**config.mk**
```make
export PLATFORM = sky130hd
export DESIGN_NAME = burst_seq
export DESIGN_NICKNAME = d
export VERILOG_FILES = /design/src/rtl/burst_seq_pkg.sv /design/src/rtl/burst_beat_ctr.sv /design/src/rtl/burst_ofs_map.sv /design/src/rtl/burst_seq.sv
export SDC_FILE = /design/constraint.sdc
export NUM_CORES = 1
export LEC_CHECK = 0
export ABC_AREA = 1
export BUFFER_PORTS_ARGS = -buffer_cell sky130_fd_sc_hd__buf_2
export CAP_MARGIN = 25
export CORE_AREA = 4 4 41 43
export DETAILED_ROUTE_END_ITERATION = 8
export DIE_AREA = 0 0 45 47
export PLACE_DENSITY_LB_ADDON = 0.25
export SLEW_MARGIN = 20
export SYNTH_ARGS = -nofsm -noshare
export SYNTH_HDL_FRONTEND = slang
export SYNTH_SLANG_ARGS = --single-unit
```
**constraint.sdc**
```tcl
create_clock -name clk -period 0.8 [get_ports clk]
set_input_delay 0.12 -clock clk [delete_from_list [all_inputs] [get_ports clk]]
set_output_delay 0.12 -clock clk [all_outputs]
set_load 0.1 [all_outputs]
```
**src/rtl/burst_seq_pkg.sv**
```systemverilog
package burst_seq_pkg;

  typedef enum logic {
    ORD_INCR  = 1'b0,
    ORD_XOR   = 1'b1
  } burst_order_e;

  // Offset of beat b in incrementing order, masked to w bits.
  function automatic int unsigned incr_offset(int unsigned s, int unsigned b, int unsigned w);
    int unsigned mask;
    mask = (32'd1 << w) - 32'd1;
    return (s + b) & mask;
  endfunction

  // Offset of beat b in interleaved order, masked to w bits.
  function automatic int unsigned xor_offset(int unsigned s, int unsigned b, int unsigned w);
    int unsigned mask;
    mask = (32'd1 << w) - 32'd1;
    return (s ^ b) & mask;
  endfunction

  // Next beat number with wrap at 2**w.
  function automatic int unsigned next_beat(int unsigned b, int unsigned w);
    int unsigned mask;
    mask = (32'd1 << w) - 32'd1;
    return (b + 32'd1) & mask;
  endfunction

endpackage

```
**src/rtl/burst_beat_ctr.sv**
```systemverilog
module burst_beat_ctr
  import burst_seq_pkg::*;
#(
  parameter int OFS_W = 2
) (
  input  logic             clk,
  input  logic             rst_n,
  input  logic             stall_i,
  input  logic             load_i,
  input  logic             adv_i,
  input  logic [OFS_W-1:0] start_i,
  output logic [OFS_W-1:0] start_q,
  output logic [OFS_W-1:0] cnt_q
);

  logic             do_load;
  logic             do_step;
  logic [OFS_W-1:0] cnt_nxt;

  assign do_load = !stall_i && load_i;
  assign do_step = !stall_i && !load_i && adv_i;
  assign cnt_nxt = OFS_W'(next_beat(32'(cnt_q), OFS_W));

  always_ff @(posedge clk) begin
    if (!rst_n) begin
      start_q <= '0;
      cnt_q   <= '0;
    end else if (do_load) begin
      start_q <= start_i;
      cnt_q   <= '0;
    end else if (do_step) begin
      cnt_q   <= cnt_nxt;
    end
  end

endmodule

```
**src/rtl/burst_ofs_map.sv**
```systemverilog
module burst_ofs_map
  import burst_seq_pkg::*;
#(
  parameter int OFS_W = 2
) (
  input  burst_order_e     order,
  input  logic [OFS_W-1:0] start_q,
  input  logic [OFS_W-1:0] cnt_q,
  output logic [OFS_W-1:0] offset,
  output logic             last
);

  localparam int unsigned LAST_BEAT = (1 << OFS_W) - 1;

  logic [OFS_W-1:0] ofs_incr;
  logic [OFS_W-1:0] ofs_xor;

  assign ofs_incr = OFS_W'(incr_offset(32'(start_q), 32'(cnt_q), OFS_W));
  assign ofs_xor  = OFS_W'(xor_offset(32'(start_q), 32'(cnt_q), OFS_W));

  always_comb begin
    case (order)
      ORD_XOR: offset = ofs_xor;
      default: offset = ofs_incr;
    endcase
  end

  assign last = (32'(cnt_q) == LAST_BEAT);

endmodule

```
**src/rtl/burst_seq.sv**
```systemverilog
module burst_seq
  import burst_seq_pkg::*;
#(
  parameter int OFS_W = 2
) (
  input  logic             clk,
  input  logic             rst_n,
  input  logic             stall_i,
  input  logic             load_i,
  input  logic             adv_i,
  input  logic             order_i,
  input  logic [OFS_W-1:0] start_i,
  output logic [OFS_W-1:0] offset_o,
  output logic             last_o
);

  logic [OFS_W-1:0] start_q;
  logic [OFS_W-1:0] cnt_q;
  burst_order_e     order_sel;

  assign order_sel = burst_order_e'(order_i);

  burst_beat_ctr #(.OFS_W(OFS_W)) u_ctr (
    .clk     (clk),
    .rst_n   (rst_n),
    .stall_i (stall_i),
    .load_i  (load_i),
    .adv_i   (adv_i),
    .start_i (start_i),
    .start_q (start_q),
    .cnt_q   (cnt_q)
  );

  burst_ofs_map #(.OFS_W(OFS_W)) u_map (
    .order   (order_sel),
    .start_q (start_q),
    .cnt_q   (cnt_q),
    .offset  (offset_o),
    .last    (last_o)
  );

endmodule

```
==> results of run 1 <==
==> worst paths after layout <==
kind | from | endpoint | slack [ns] | depth (start not counted)
max | u_ctr.cnt_q[0] | offset_o[1] | -0.49 | 7
min | rst_n | u_ctr.start_q[1] | 0.14 | 3
max reg2reg | u_ctr.cnt_q[0] | u_ctr.cnt_q[1] | -0.36 | 7
min reg2reg | u_ctr.start_q[1] | u_ctr.start_q[1] | 0.48 | 2
==> registers in the layout, indices dropped and copies added, names as in the netlist <==
signal         cells
u_ctr.cnt_q        2
u_ctr.start_q      2
==> logic make-up after synthesis <==
kind of cell / count (synthesis) / synth area share
flip-flops: 4 / 0.322
adder cells (fa/ha/maj): 2 / 0.100
AO/OA/AOI/OAI: 5 / 0.116
AND/OR/NAND/NOR: 19 / 0.312
buffers and inverters: 10 / 0.151
==> power breakdown <==
part	total, uW	internal [uW]	switching (uW)
combinational	224	88.6	136
sequential	222	213	8.93
clock	246	168	78.0
total	692	469	223
==> stage by stage <==
stage,power (uW),hold slack [ns]
after detailed placement,435,0.379
after CTS,704,0.134
after global routing,734,0.141
after floorplan,356,0.256
after global placement,433,0.385
final,692,0.135
==> cell usage in the layout (no fill, tap or decap), types with 2 or more instances in the layout <==
| master | n |
|---|---|
| inv_1 | 6 |
| buf_2 | 7 |
| nand2_2 | 2 |
| nor2_1 | 6 |
| nand2_1 | 6 |
| buf_12 | 3 |
| dfxtp_2 | 4 |
| clkbuf_4 | 3 |
| a21oi_1 | 2 |
| inv_2 | 2 |
| o21ai_0 | 2 |
| nand3_2 | 2 |
==> final cells by class <==
class	instances	area, sq um
inverters	9	37.5
flip-flops and latches	4	85.1
fillers	140	855
multi-input cells	26	169
well taps	15	18.8
repair buffers	12	114
clock buffers	3	22.5
==> worst max-delay path: cells and delay by family (launching register included) <==
family        cells  cell delay, ns
fa+ha+maj         1            0.14
buf+inv           3            0.29
simple gates      3            0.15
flops             1            0.34
==> timing repair <==
action,in CTS,in global routing
gates resized for setup,5,5
pin swaps,3,4
cloned,0,0
endpoints found under the setup margin,4,5
buffers inserted,1,0
==> routing by layer <==
layer  global-route usage  vias to the layer above
li1                     -                      149
met1               0.0409                      109
met3               0.0230                        2
met4               0.0526                        0
met2               0.0989                        8
met5                    0                        -
==> reports/metrics.yaml, run 1 <==
grt_pass1_wl_um: 779
ys_seq_area_frac: 0.322
leakage_uw: 0.000223
io_pins: 11
crit_top_cell: "nand2_2"
synth_ff_type: "dfxtp_1"
cts-root-buf: "clkbuf_4"
critPathCaptureType: "output port"
clkSinkCount: 4
area_growth_pct: 79.4
grt_max_degree: 5
p_per_area_nw_per_um2: 1550
h-tree-depth: 1
cp_slowest_cell: "dfxtp_2"
grtUsageTotal: 0.0537
hold_viol: 0
first_pass_iters: 2
place.gp.congestion: 0.644
grt_overflow_total: 0
grt_pass1_vias: 242
synth_top_area_frac: 0.322
worst_setup_path_start_kind: "flip-flop"
dp_cells: 65
cp_max_fo: 2
post-route-period-util: 1.61
hold_class: "input port to flip-flop"
finClkSkew_ns: 0.00000258
cp_data_required_time_ns: 0.68
wl_per_cell_um: 7.00
path_class: "flip-flop to output port"
rsz0062_at_grt: "yes"
routed_wl_um: 483
rows: 13
cts_tree: "built"
timing.setup.tns_ns: -1.65
die_height_um: 47
setup_viol: 5
outcome: "finished, violations left"
place_area_sq_um: 380
io_buffer_count: 10
violations: "negative setup slack"
dr_wl_met3_um: 39
synthTopCellsByCount: "9 x nand2_1, 8 x inv_1, 6 x nor2_1"
synthCells: 40
min_period_ns: 1.29
synth.avg_cell_area_sq_um: 6.22
crit_arrival_ns: 1.17
slowest_delay_ns: 0.34
wl_met1_um: 170
post_drt_via_cell_ratio: 3.88
crit_chain: "ha_4 > nand2_4 > inv_2 > nand2_2 > nand2_2 > clkinvlp_4 > buf_12"
drv_cap: 0
routed-via-count: 268
num_antenna_cells: 0
clockBufferDepth: 2
ys_seq_elements: 4
core_area_sq_um: 1300
synth-edff-count: 0
synth_area_leaders: "dfxtp_1 32%, nand2_1 14%, inv_1 12%, ha_1 10%, nor2_1 9.0%"
async_flop_share: 0
synth_fp_nets: 50
nets: 66
ys_types: 12
place_ws_ns: -0.283
synthesis.area_sq_um: 249
fin_ws_ns: -0.486
fp.dieW_um: 45
path_clk_slew_ns: 0.04
layout-drive-gt1-share: 0.574
synth_most_common_cell: "nand2_1"
final_util: 0.343
holdBufCountCts: 0
highest_layer: "met4"
fmax_mhz: 777
clock_latency_ns: 0.23
drt_iter0_markers: 2
slew_violations: 0
start_util: 0.191
slew_headroom: 0.883
yosys_warnings: 0
ir_drop_mv: 0.658
antenna_found_initial: 0
die-area_sq_um: 2120
stdcell_area_sq_um: 447
instances_no_fill: 69
drtAntennaViolNets: 0
synth_top_area_cell: "dfxtp_1"
route.detailed.drc: 0
wl_met2_um: 263
numCtsBuffers: 3
tightestPinTransition_ns: 0.175
(Power assumes the default switching activity.)
==> run 2: changes to the inputs <==
--- a/config.mk
+++ b/config.mk
@@ -5,7 +5,6 @@
 export SDC_FILE = /design/constraint.sdc
 export NUM_CORES = 1
 export LEC_CHECK = 0
-export ABC_AREA = 1
 export BUFFER_PORTS_ARGS = -buffer_cell sky130_fd_sc_hd__buf_2
 export CAP_MARGIN = 25
 export CORE_AREA = 4 4 41 43
==> reports/metrics.yaml, run 2 <==
outcome: "finished, violations left"  # unchanged
violations: "negative setup slack"  # unchanged
instances_no_fill: 55  # was 69
post-route-period-util: 1.65  # was 1.61
die-area_sq_um: 2120  # unchanged
p_int_uw: 458  # was 469 uW
synth-edff-count: 0  # unchanged
place.gp.congestion: 0.661  # was 0.644
critPathBufInv: 1  # was 3
hp-start: "start_i[0]"  # was rst_n
hpwl_um: 431
path_class: "flip-flop to output port"  # unchanged
ir_drop_mv: 0.782  # was 0.658 mV
swShare: 0.290  # was 0.322
area_growth_pct: 93.3  # was 79.4%
critical_path.endpoint: "offset_o[1]"  # unchanged
routed-via-count: 215  # was 268
leakage_uw: 0.000177  # was 0.000223 uW
route.detailed.drc: 0  # unchanged
rr_worst_depth: 4  # was 7
layout-drive-gt1-share: 0.575  # was 0.574
synth_area_leaders: "dfxtp_1 36%, ha_1 11%, mux2i_1 8.9%, nor2b_1 8.4%, xnor2_1 7.8%"  # was dfxtp_1 32%, nand2_1 14%, inv_1 12%, ha_1 10%, nor2_1 9.0%
synthesis.area_sq_um: 224  # was 249 sq um
clkSinkCount: 4  # unchanged
cts_tree: "built"  # unchanged
setup_viol: 5  # unchanged
min_period_ns: 1.32  # was 1.29 ns
core_area_sq_um: 1300  # unchanged
h-tree-depth: 1  # unchanged
cts-root-buf: "clkbuf_4"  # unchanged
ff2ff_setup_slack_ns: -0.18  # was -0.36 ns
tightestPinTransition_ns: 0.167  # was 0.175 ns
synth_top_area_cell: "dfxtp_1"  # unchanged
clock_latency_ns: 0.23  # about the same
grtUsageTotal: 0.0696  # was 0.0537
drtAntennaViolNets: 0  # unchanged
grt_overflow_total: 0  # unchanged
fp.dieW_um: 45  # unchanged
io_buffer_count: 10  # unchanged
synth.avg_cell_area_sq_um: 8.96  # was 6.22 sq um
first_pass_iters: 2  # unchanged
yosys_warnings: 0  # unchanged
holdBufCountCts: 0  # unchanged
ys_seq_elements: 4  # unchanged
clockPowerShare: 0.386  # was 0.355
grt_pass1_wl_um: 966  # was 779 um
synth_top_area_frac: 0.358  # was 0.322
nets: 52  # was 66
crit_start: "u_ctr.start_q[0]"  # was u_ctr.cnt_q[0]
mostFrequentLayoutCells: "7 x buf_2, 4 x nand2_1"  # was 7 x buf_2, 6 x inv_1, 6 x nand2_1, 6 x nor2_1, 4 x dfxtp_2
dp_cells: 52  # was 65
ys_types: 11  # was 12
start_util: 0.172  # was 0.191
p_per_area_nw_per_um2: 1490  # was 1550 nW/um^2
ys_seq_area_frac: 0.358  # was 0.322
layout_commonest_cell: "buf_2"  # unchanged
slew_violations: 0  # unchanged
antenna_found_initial: 0  # unchanged
rows: 13  # unchanged
wl_per_cell_um: 9.76  # was 7.00 um
hold_class: "input port to flip-flop"  # unchanged
post_drt_via_cell_ratio: 3.91  # was 3.88
combPwrFrac: 0.280  # was 0.324
crit_arrival_ns: 1.20  # was 1.17 ns
p_seq_frac: 0.335  # was 0.321
slowest_delay_ns: 0.34  # about the same
critPathCaptureType: "output port"  # unchanged
drt_iter0_markers: 2  # unchanged
cp_data_required_time_ns: 0.68  # about the same
reg_top3: "u_ctr.cnt_q: 2 flops, u_ctr.start_q: 2 flops"  # unchanged
path_delay_family: "flip-flops"  # unchanged
worst_setup_path_start_kind: "flip-flop"  # unchanged
fin_ws_ns: -0.516  # was -0.486 ns
path_depth: 4  # was 7
synth_fp_nets: 35  # was 50
slew_headroom: 0.888  # was 0.883
synthTopCellsByCount: "4 x dfxtp_1, 4 x nand2_1, 3 x nor2_1, 3 x nor2b_1"  # was 9 x nand2_1, 8 x inv_1, 6 x nor2_1
async_flop_share: 0  # unchanged
finClkSkew_ns: 0.00000178  # was 0.00000258 ns
rsz0062_at_grt: "yes"  # unchanged
timing.setup.tns_ns: -1.39  # was -1.65 ns
reg2reg_from: "u_ctr.cnt_q[0]"  # unchanged
p_switching_uw: 187  # was 223 uW
cp_slowest_cell: "dfxtp_2"  # unchanged
grt_pass1_vias: 244  # was 242
drv_cap: 0  # unchanged
fmax_mhz: 760  # was 777 MHz
numCtsBuffers: 3  # unchanged
num_antenna_cells: 0  # unchanged
grt_max_degree: 7  # was 5
reg2reg_to: "u_ctr.cnt_q[1]"  # unchanged
hold_viol: 0  # unchanged
cp_max_fo: 2  # unchanged
die_height_um: 47  # unchanged
synth_ff_type: "dfxtp_1"  # unchanged
path_clk_slew_ns: 0.03  # was 0.04 ns
crit_chain: "ha_4 > nor2b_4 > xnor2_4 > buf_12"  # was ha_4 > nand2_4 > inv_2 > nand2_2 > nand2_2 > clkinvlp_4 > buf_12
clockBufferDepth: 2  # unchanged
synthCells: 25  # was 40
io_pins: 11  # unchanged
routed_wl_um: 537  # was 483 um
## run 2: tightest hold or removal path, delay by kind of cell
kind	cells	cell delay [ns]
and+or+nand+nor	1	0.09
muxes	1	0.06
buffers and inverters	1	0.07
## run 2: cell type report
type / count / area [sq um]
repair buffers: 13 / 118
clock buffers: 3 / 22.5
well taps: 15 / 18.8
fillers: 146 / 868
flip-flops and latches: 4 / 82.6
multi-input cells: 20 / 191
## run 2: worst min-delay path by stage
stage | endpoint | cells after the start
4_1_cts | u_ctr.start_q[0] | 3
2_1_floorplan | u_ctr.start_q[0] | 1
6_report | u_ctr.start_q[0] | 3
5_1_grt | u_ctr.start_q[1] | 3
3_3_place_gp | u_ctr.start_q[1] | 3
3_5_place_dp | u_ctr.start_q[0] | 3
## run 2: timing repair
| action | 4_1_cts | 5_1_grt |
|---|---|---|
| buffers inserted | 0 | 0 |
| resized for setup | 3 | 0 |
| pin swaps | 1 | 0 |
| setup endpoints to repair | 5 | 5 |
## run 2: power by group through the flow
stage	clock, uW	combinational (uW)	sequential [uW]
2_1_floorplan	0	126	218
3_3_place_gp	0	177	218
3_5_place_dp	0	179	219
4_1_cts	269	182	216
5_1_grt	284	192	217
6_report	249	180	216
## run 2: cells by family after synthesis
family	synth area share
AOI/OAI and AO/OA	0.0559
and+or+nand+nor	0.290
muxes	0.0894
adders and majority gates	0.112
DFF	0.358
buffers and inverters	0.0167
xor gates and xnor gates	0.0782
## run 2: layer usage
layer	global-route usage	share of wire	vias up
li1	-	-	112
met1	0.0571	0.35	98
met2	0.113	0.58	5
met3	0.0307	0.063	0
met4	0.0877	0	0
met5	0	0	-
## run 2: stage by stage
step / hold WS (ns) / util / total power, uW / worst slack (ns) / area, sq um
after global routing: 0.160 / 0.333 / 693 / -0.573 / 433
after floorplan: 0.248 / - / 344 / -0.511 / 285
after CTS: 0.143 / 0.333 / 667 / -0.545 / 433
final: 0.150 / 0.333 / 645 / -0.516 / 433
after global placement: 0.384 / 0.305 / 395 / -0.323 / 397
after detailed placement: 0.392 / 0.305 / 397 / -0.338 / 397
